[src/rtl/msi_term_pkg.sv]
package msi_term_pkg;

  // default geometry of the bank
  localparam int NUM_GROUPS  = 16;
  localparam int IDX_PER_GRP = 8;
  localparam int VEC_PER_IDX = 16;
  localparam int WIN_SHIFT   = 16;  // each register owns a 64 KiB window
  localparam int DATA_W      = 32;

  // what an offset decodes to
  typedef enum logic [1:0] {
    REGION_NONE    = 2'd0,
    REGION_INDEX   = 2'd1,
    REGION_SUMMARY = 2'd2
  } region_e;

endpackage

[src/rtl/msi_term_decode.sv]
module msi_term_decode
  import msi_term_pkg::*;
#(
  parameter int NG        = NUM_GROUPS,
  parameter int NI        = IDX_PER_GRP,
  parameter int WSH       = WIN_SHIFT,
  parameter int GW        = $clog2(NG),
  parameter int IW        = $clog2(NI),
  parameter int ADDR_W    = WSH + IW + GW + 1
) (
  input  logic [ADDR_W-1:0] addr_i,
  output region_e           region_o,
  output logic [GW-1:0]     grp_o,
  output logic [IW-1:0]     idx_o
);

  localparam int GRP_SHIFT = WSH + IW;      // group field of a pending offset
  localparam int SUM_BIT   = GRP_SHIFT + GW; // top bit: summary space

  // offset classification, kept in one function so a reader can compare it
  // against the address rules line by line
  function automatic region_e classify(input logic [ADDR_W-1:0] a);
    if (a[WSH-1:0] != '0)               return REGION_NONE;
    if (!a[SUM_BIT])                    return REGION_INDEX;
    if (a[SUM_BIT-1:WSH+GW] != '0)      return REGION_NONE;
    return REGION_SUMMARY;
  endfunction

  function automatic logic [GW-1:0] group_of(input logic [ADDR_W-1:0] a);
    if (a[SUM_BIT]) return a[WSH +: GW];
    return a[GRP_SHIFT +: GW];
  endfunction

  function automatic logic [IW-1:0] index_of(input logic [ADDR_W-1:0] a);
    return a[WSH +: IW];
  endfunction

  assign region_o = classify(addr_i);
  assign grp_o    = group_of(addr_i);
  assign idx_o    = index_of(addr_i);

endmodule

[src/rtl/msi_term_group.sv]
module msi_term_group #(
  parameter int NI = 8,
  parameter int NV = 16,
  parameter int IW = $clog2(NI),
  parameter int VW = $clog2(NV)
) (
  input  logic             clk,
  input  logic             rst_n,
  input  logic             set_en,
  input  logic [IW-1:0]    set_idx,
  input  logic [VW-1:0]    set_bit,
  input  logic             clr_en,
  input  logic [IW-1:0]    clr_idx,
  output logic [NI*NV-1:0] pend_o,
  output logic [NI-1:0]    summary_o,
  output logic             irq_o
);

  logic [NV-1:0] pend_q [NI];

  function automatic logic [NV-1:0] bit_mask(input logic [VW-1:0] b);
    return NV'(1) << b;
  endfunction

  // events the assertions watch
  wire set_clr_collide = set_en && clr_en && (set_idx == clr_idx);
  wire clr_alone       = clr_en && !set_clr_collide;

  for (genvar i = 0; i < NI; i++) begin : g_idx
    wire           set_here = set_en && (set_idx == IW'(i));
    wire           clr_here = clr_en && (clr_idx == IW'(i));
    wire [NV-1:0]  add_bits = set_here ? bit_mask(set_bit) : '0;

    always_ff @(posedge clk) begin
      if (!rst_n) pend_q[i] <= '0;
      else        pend_q[i] <= (clr_here ? '0 : pend_q[i]) | add_bits;
    end

    assign pend_o[i*NV +: NV] = pend_q[i];
    assign summary_o[i]       = |pend_q[i];
  end

  assign irq_o = |summary_o;


  set_bit_chk: assert property (@(posedge clk) disable iff (!rst_n)
    set_en |=> pend_q[$past(set_idx)][$past(set_bit)]);


  clear_chk: assert property (@(posedge clk) disable iff (!rst_n)
    clr_alone |=> (pend_q[$past(clr_idx)] == '0));


  collide_keep_chk: assert property (@(posedge clk) disable iff (!rst_n)
    set_clr_collide |=> (pend_q[$past(clr_idx)] == bit_mask($past(set_bit))));


  irq_rise_chk: assert property (@(posedge clk) disable iff (!rst_n)
    $rose(irq_o) |-> $past(set_en));


  irq_fall_chk: assert property (@(posedge clk) disable iff (!rst_n)
    $fell(irq_o) |-> $past(clr_en));

endmodule

[src/rtl/msi_term_readback.sv]
module msi_term_readback
  import msi_term_pkg::*;
#(
  parameter int NG     = 16,
  parameter int NI     = 8,
  parameter int NV     = 16,
  parameter int DW     = 32,
  parameter int GW     = $clog2(NG),
  parameter int IW     = $clog2(NI)
) (
  input  logic                clk,
  input  logic                rst_n,
  input  logic                rd_en,
  input  region_e             region,
  input  logic [GW-1:0]       grp,
  input  logic [IW-1:0]       idx,
  input  logic [NG*NI*NV-1:0] pend_all,
  input  logic [NG*NI-1:0]    summary_all,
  output logic                rd_valid_o,
  output logic [DW-1:0]       rd_data_o
);

  logic [DW-1:0] sel_word;

  always_comb begin
    sel_word = '0;
    unique case (region)
      REGION_INDEX:   sel_word = DW'(pend_all[(int'(grp) * NI + int'(idx)) * NV +: NV]);
      REGION_SUMMARY: sel_word = DW'(summary_all[int'(grp) * NI +: NI]);
      default:        sel_word = '0;
    endcase
  end

  always_ff @(posedge clk) begin
    if (!rst_n) begin
      rd_valid_o <= 1'b0;
      rd_data_o  <= '0;
    end else begin
      rd_valid_o <= rd_en;
      rd_data_o  <= rd_en ? sel_word : '0;
    end
  end

endmodule

[src/rtl/msi_term_bank.sv]
module msi_term_bank
  import msi_term_pkg::*;
#(
  parameter int NG     = NUM_GROUPS,
  parameter int NI     = IDX_PER_GRP,
  parameter int NV     = VEC_PER_IDX,
  parameter int WSH    = WIN_SHIFT,
  parameter int DW     = DATA_W,
  parameter int GW     = $clog2(NG),
  parameter int IW     = $clog2(NI),
  parameter int VW     = $clog2(NV),
  parameter int ADDR_W = WSH + IW + GW + 1
) (
  input  logic              clk,
  input  logic              rst_n,
  input  logic              msg_valid,
  input  logic [ADDR_W-1:0] msg_addr,
  input  logic [DW-1:0]     msg_data,
  input  logic              reg_req,
  input  logic              reg_we,
  input  logic [ADDR_W-1:0] reg_addr,
  input  logic [DW-1:0]     reg_wdata,
  output logic              rd_valid,
  output logic [DW-1:0]     rd_data,
  output logic [NG-1:0]     irq
);

  region_e         msg_region, reg_region;
  logic [GW-1:0]   msg_grp, reg_grp;
  logic [IW-1:0]   msg_idx, reg_idx;

  logic [NG*NI*NV-1:0] pend_all;
  logic [NG*NI-1:0]    summary_all;

  // register-port writes are accepted and dropped
  wire unused_wdata = ^{reg_wdata, msg_data[DW-1:VW]};

  msi_term_decode #(.NG(NG), .NI(NI), .WSH(WSH), .GW(GW), .IW(IW), .ADDR_W(ADDR_W))
    u_msg_dec (.addr_i(msg_addr), .region_o(msg_region), .grp_o(msg_grp), .idx_o(msg_idx));

  msi_term_decode #(.NG(NG), .NI(NI), .WSH(WSH), .GW(GW), .IW(IW), .ADDR_W(ADDR_W))
    u_reg_dec (.addr_i(reg_addr), .region_o(reg_region), .grp_o(reg_grp), .idx_o(reg_idx));

  // named events
  wire msg_post    = msg_valid && (msg_region == REGION_INDEX);
  wire rd_req      = reg_req && !reg_we;
  wire rd_clearing = rd_req && (reg_region == REGION_INDEX);
  wire rd_unmapped = rd_req && (reg_region == REGION_NONE);

  for (genvar g = 0; g < NG; g++) begin : g_grp
    wire set_g = msg_post    && (msg_grp == GW'(g));
    wire clr_g = rd_clearing && (reg_grp == GW'(g));

    msi_term_group #(.NI(NI), .NV(NV), .IW(IW), .VW(VW)) u_group (
      .clk       (clk),
      .rst_n     (rst_n),
      .set_en    (set_g),
      .set_idx   (msg_idx),
      .set_bit   (msg_data[VW-1:0]),
      .clr_en    (clr_g),
      .clr_idx   (reg_idx),
      .pend_o    (pend_all[g*NI*NV +: NI*NV]),
      .summary_o (summary_all[g*NI +: NI]),
      .irq_o     (irq[g])
    );
  end

  msi_term_readback #(.NG(NG), .NI(NI), .NV(NV), .DW(DW), .GW(GW), .IW(IW)) u_rdback (
    .clk         (clk),
    .rst_n       (rst_n),
    .rd_en       (rd_req),
    .region      (reg_region),
    .grp         (reg_grp),
    .idx         (reg_idx),
    .pend_all    (pend_all),
    .summary_all (summary_all),
    .rd_valid_o  (rd_valid),
    .rd_data_o   (rd_data)
  );


  unmapped_zero_chk: assert property (@(posedge clk) disable iff (!rst_n)
    rd_unmapped |=> (rd_valid && (rd_data == '0)));


  write_silent_chk: assert property (@(posedge clk) disable iff (!rst_n)
    (reg_req && reg_we) |=> !rd_valid);


  write_keeps_irq_chk: assert property (@(posedge clk) disable iff (!rst_n)
    (reg_req && reg_we && !msg_valid) |=> $stable(irq));


  read_upper_zero_chk: assert property (@(posedge clk) disable iff (!rst_n)
    rd_clearing |=> (rd_valid && (rd_data[DW-1:NV] == '0)));

endmodule

[config.mk]
export PLATFORM = sky130hd
export DESIGN_NAME = msi_term_bank
export DESIGN_NICKNAME = d
export VERILOG_FILES = /design/src/rtl/msi_term_pkg.sv /design/src/rtl/msi_term_decode.sv /design/src/rtl/msi_term_group.sv /design/src/rtl/msi_term_readback.sv /design/src/rtl/msi_term_bank.sv
export SDC_FILE = /design/constraint.sdc
export NUM_CORES = 2
export LEC_CHECK = 0
export BUFFER_PORTS_ARGS = -buffer_cell sky130_fd_sc_hd__buf_2
export CORE_ASPECT_RATIO = 1.75
export CORE_MARGIN = 2
export CORE_UTILIZATION = 30
export CTS_CLUSTER_SIZE = 40
export DETAILED_ROUTE_END_ITERATION = 10
export GPL_ROUTABILITY_DRIVEN = 1
export PLACE_DENSITY = 0.43
export SYNTH_ARGS = -nofsm -noshare
export SYNTH_HDL_FRONTEND = slang
export SYNTH_SLANG_ARGS = --single-unit
[constraint.sdc]
create_clock -name clk -period 3.75 [get_ports clk]
set_clock_uncertainty 0.15 [all_clocks]
set_input_delay 0.375 -clock clk [delete_from_list [all_inputs] [get_ports clk]]
set_output_delay 0.375 -clock clk [all_outputs]
set_load 0.05 [all_outputs]
======== Word level (Yosys, flattened, before mapping) ========
Memory sizes are Yosys's and may differ from the RTL's.
Index checks and enable logic that the tools add are counted.
word-level totals
  register bits ........................... 33
  bits in latches ......................... 0
  RAM bits ................................ 2048
  memory bits (read-only) ................. 0
  bits of input ports ..................... 117
  memories kept ........................... 16
memory list
  memory                    words  bits a word  rd ports  clocked after Yosys merged registers in  wr ports  line                  source
  g_grp[0].u_group.pend_q   8      16           8         0                                        8         msi_term_group.sv:19  logic [NV-1:0] pend_q [NI];
  g_grp[10].u_group.pend_q  8      16           8         0                                        8         msi_term_group.sv:19
  g_grp[11].u_group.pend_q  8      16           8         0                                        8         msi_term_group.sv:19
  g_grp[12].u_group.pend_q  8      16           8         0                                        8         msi_term_group.sv:19
  g_grp[13].u_group.pend_q  8      16           8         0                                        8         msi_term_group.sv:19
  g_grp[14].u_group.pend_q  8      16           8         0                                        8         msi_term_group.sv:19
  10 more memories          -      -            -         -                                        -         -
cells by class
  add/subtract/negate cells ............... 1
  multiply operators ...................... 0
  divide/modulo/power cells ............... 0
  $lt $le $gt $ge ......................... 0
  equal/unequal tests ..................... 47
  shift-type cells ........................ 3
  mux-type cells .......................... 417
  bitwise operators ....................... 256
  reduce and logical (&&, ||, !) cells .... 445
operators with widths
  operator                                                            number
  16-bit 2-to-1 mux                                                   384
  16-bit bitwise OR                                                   128
  128-bit OR reduction                                                16
  16-bit OR reduction                                                 128
  2048-bit by 32-bit indexed part select with 16-bit output           1
  1-bit logical AND                                                   291
  1-bit bitwise OR                                                    128
  128-bit by 8-bit indexed part select with 8-bit output              1
  4-bit == test, second input constant                                16
  4-bit by 3-bit == test with 1-bit output, second input constant     8
  16-bit case mux with 2 select lines                                 1
  16-bit nonzero test                                                 2
  3-bit == test, second input constant                                8
  2-bit 2-to-1 mux                                                    12
  4-bit by 2-bit == test with 1-bit output, second input constant     4
  1-bit 2-to-1 mux                                                    16
  4-bit 2-to-1 mux                                                    4
  1-bit by 4-bit << shifter with 16-bit output, first input constant  1
  3-bit by 2-bit == test with 1-bit output, second input constant     4
  7-bit by 3-bit adder with 8-bit output                              1
  4-bit by 1-bit == test with 1-bit output, second input constant     2
  4-bit logical NOT                                                   2
  3-bit by 1-bit == test with 1-bit output, second input constant     2
  3-bit logical NOT                                                   2
  5 further kinds                                                     7

======== Logic depth before layout (Yosys ltp) ========
  depth in word-level cells ............... 15
  gate-level depth with buffers ........... 13
  mapped depth without buffers ............ 7

======== Cells and area by module ========
Synthesis repeated with hierarchy kept, for this count alone.
second synthesis, totals
  cell total of the unflattened synthesis .. 9430
  area, all modules ....................... 100592.7 µm²
modules (own cells, without submodules)
  module             instances  cells each  area each (µm²)  seq. area each (µm²)
  msi_term_group     16         504         5127.4           2562.5
  msi_term_readback  1          1280        17944.7          340.3
  msi_term_bank      1          56          316.6            0.0
  msi_term_decode    2          15          146.4            0.0

======== Worst setup path before layout ========
OpenSTA, ideal clock, no wires.
  path kind ............................... input-to-reg
  start point ............................. input reg_addr[16]
  end point ............................... register u_rdback.rd_data_o[6]
  arrival ................................. 2.341 ns
  required time ........................... 3.478 ns
  setup slack ............................. 1.137 ns
  stages on the path ...................... 12
  path buffers ............................ 5
  cell sequence ........................... buf_6 -> buf_6 -> buf_6 -> buf_2 -> buf_4 -> mux2i_1 -> nand2_1 -> a32oi_1 -> nor2_1 -> a31oi_1 -> nand4_1 -> a221o_1
on the way
  word-level cells in the longest chain between the ends .. 5
  elaborated cells between the ends (all ways) .. 6
  those cells by class .................... add/sub: 1; shift: 2; mux: 3
ends and longest elaborated chain
  element                                                    line                     source
  from (decl)                                                msi_term_bank.sv:21      input logic [ADDR_W-1:0] reg_addr,
  4-bit 2-to-1 mux                                           msi_term_decode.sv:30    if (a[SUM_BIT]) return a[WSH +: GW];
  4-bit 2-to-1 mux                                           msi_term_decode.sv:31    return a[GRP_SHIFT +: GW];
  7-bit by 3-bit adder with 8-bit output                     msi_term_readback.sv:28  REGION_INDEX: sel_word = DW'(pend_all[(int'(grp) * NI + int'(idx)) * NV +: NV]);
  2048-bit by 32-bit indexed part select with 16-bit output  msi_term_readback.sv:28
  16-bit case mux with 2 select lines *                      msi_term_readback.sv:27  unique case (region)
  to (signal assigned)                                       msi_term_readback.sv:40  rd_data_o <= rd_en ? sel_word : '0;
  to (decl)                                                  msi_term_readback.sv:20  output logic [DW-1:0] rd_data_o
Mark *: on every way between the ends. The rest lies on a longest branch, timed or not. The select of a mux whose other input is x is not followed.
A chain may end at the register's enable or synchronous reset.

==> metrics.txt <==
failing checks=setup timing; Synth cell types=77; vias in the first global route=81,700; share of cells above drive strength 1=16.9%; CTS clk-pin slew, worst paths=0.07 ns; CORE AREA=304,000 um2; final setup vio count=3; Die X=422 um; number of fill cells in the layout=30,900; starting density of the core=30.1%; ys flop type=dfxtp_1; first-pass GRT wire length=648,000 um; Nets=9,720; RSZ-0062 raised after global routing=false; final hold viol count=0; Synth top area share=45.1%; Req. time, crit path=3.22 ns; Num Clock Sinks=2,065; Cell Rows=268; CP Launch Point=g_grp[13].u_group.pend_q[1][20]; Num CTS Buffers=206; Synth area leaders=dfxtp_1 (45%), a22oi_1 (17%), mux4_2 (11%), nor2_1 (9.6%), nor4_1 (3.8%); leakage=0.0370 uW; Fin Setup TNS=-0.0844 ns; Slew Limit Fails=0; EDFF count, synth=0; Worst path top cell family by delay=simple AND/OR/NAND/NOR gates; DR WL/cell=33.7 um; initial antenna violation count=35; Die Y=735 um; most used cell, CP=nor4_1; Via density=6.14; critical path arrival=3.27 ns; Slew HR=5.78%; register area share after synthesis=45.1%; Post-Syn Area=91,600 um2; input/output buffers=89; Hold Path Class=in -> reg; Synth Warn #=0; Clock Latency Late Sink=0.94 ns; slowest cell delay on critical path=0.71 ns; GPL Wtd Cong=0.988; Async SR Flop Fraction=0%; CTS tree=done; final worst path period need=3.79 ns; Iter 0 DRT Violations=10,100; Peak supply drop=330 uV; Cells after Synth=9,627; worst-path fanout max=3; worst path cell trace=nor4_1, nand4_1, nor4_1, nand2_1, buf_2; min-delay src=rst_n; non-filler instance count after layout=13,800; fin crit share=101%; Setup crit end kind=primary output; antenna viol nets, final=0; FMAX=264 MHz; CP Launch Type=register; PwrDens=438 nW/um2; Root Buffer=clkbuf_16; boundary pin count=166; CTS HTree Levels=4; top-count cell post-synth=nor2_1; DIE AREA=310,000 um2; hpwl dp=326,000 um; Avg Cell Area, Syn=9.52 um2; overall routing resource usage=28.9%; drt pass-1 iters=7; FF+latch count, synth=2,065; area grow syn2layout=16.0%; worst path buffer plus inverter count=1; status=complete, but fails checks; final WL=467,000 um; max cap viols=0; routed via count=84,900; Worst-Margin Slew=1.38 ns; Slowest-stage cell, CP=nor4_1; grt total ovfl=0; DR DRC count=0; Setup WS post-layout=-0.0404 ns; largest net degree at the start of global routing=212; Critical R2R Launch=g_grp[6].u_group.pend_q[0][49]; placed cells=13,400; WS Path Type=reg -> out; Clock Path Buffers=4; cell taking the most area after synthesis=dfxtp_1; most frequent cells after synthesis=nor2_1 (2,341), dfxtp_1 (2,065), a22oi_1 (2,064), clkbuf_1 (633), nor4_1 (562)
==> tightest hold or removal path: stages <==
cell	delay [ns]
buf_2	0.20
inv_8	0.15
nor2_2	0.08
nand2_1	0.14
o221ai_1	0.11
==> sequential cells by signal, indices dropped and copies added, names as in the netlist <==
name,cells
g_grp.u_group.pend_q,2048
u_rdback.rd_valid_o,1
u_rdback.rd_data_o,16
==> per-layer routing <==
layer | up-vias | GRT usage, % | part of all wire [%]
li1 | 36300 | - | -
met5 | - | 0 | 0.028
met4 | 20 | 22.8 | 9.2
met3 | 1265 | 4.65 | 6.6
met1 | 43000 | 31.4 | 35
met2 | 4372 | 49.9 | 49
==> cells by family (layout without fill, tap and decap cells) <==
group           after synthesis  after routing  synth area share, %
simple gates               3496           3496                 16.8
flops                      2065           2065                 45.1
other cells                   1             47              0.00409
mux                         710            710                 14.2
buf+inv                     978           1091                 4.73
compound gates             2377           2377                 19.2
==> layout by cell type (no fill, tap or decap), drive strengths merged, types with 75 or more instances in the layout <==
cell type,instances
a22oi,2064
nand4,140
nand2,274
dfxtp,2065
nor2,2360
mux2i,216
clkbuf,303
o22ai,75
mux4,464
nor4,562
buf,721
==> final timing paths <==
path                                          to  slack, ns  depth (start not counted)
hold / removal             u_rdback.rd_data_o[2]       0.06                          5
setup / recovery                         irq[13]      -0.04                          5
setup reg to reg           u_rdback.rd_data_o[1]       0.06                          8
hold reg to reg   g_grp[9].u_group.pend_q[0][23]       0.39                          2
==> through the flow <==
step / total power, uW / util, % / hold WS, ns / area (um2) / setup slack, ns
global route: 47600 / 34.9 / 0.0859 / 106000 / 0.0168
detailed placement: 25200 / 32.5 / 0.375 / 99000 / -0.499
floorplan: 23800 / - / 0.314 / 91700 / 1.14
global placement: 25100 / 32.5 / 0.362 / 99000 / -0.459
finish: 46500 / 34.9 / 0.0628 / 106000 / -0.0404
CTS: 46800 / 34.9 / 0.00667 / 106000 / 0.00126
==> timing repair <==
item                                    in CTS  in global routing
buffers inserted                            29                  4
gates cloned                                 0                  0
endpoints found under the setup margin      12                  6
pin swaps                                   25                  5
hold endpoints to repair                     3                  0
hold buffers                                 5                  0
resized for setup                           17                  7
==> power breakdown <==
| part | internal [uW] | switching [uW] |
|---|---|---|
| clock | 12200 | 9550 |
| sequential | 21900 | 0.108 |
| combinational | 715 | 2110 |
| total | 34900 | 11700 |
==> final cells by class <==
type | count | area (um2) | area share, %
Multi-Input combinational cell | 6599 | 46500 | 43.7
Clock inverter | 57 | 734 | 0.691
Inverter | 5 | 33.8 | 0.0318
Timing Repair Buffer | 726 | 6500 | 6.12
Sequential cell | 2065 | 41300 | 38.9
Antenna cell | 31 | 77.6 | 0.0730
Clock buffer | 303 | 6050 | 5.69
Tap cell | 4050 | 5070 | 4.77
(Power assumes the default switching activity.)
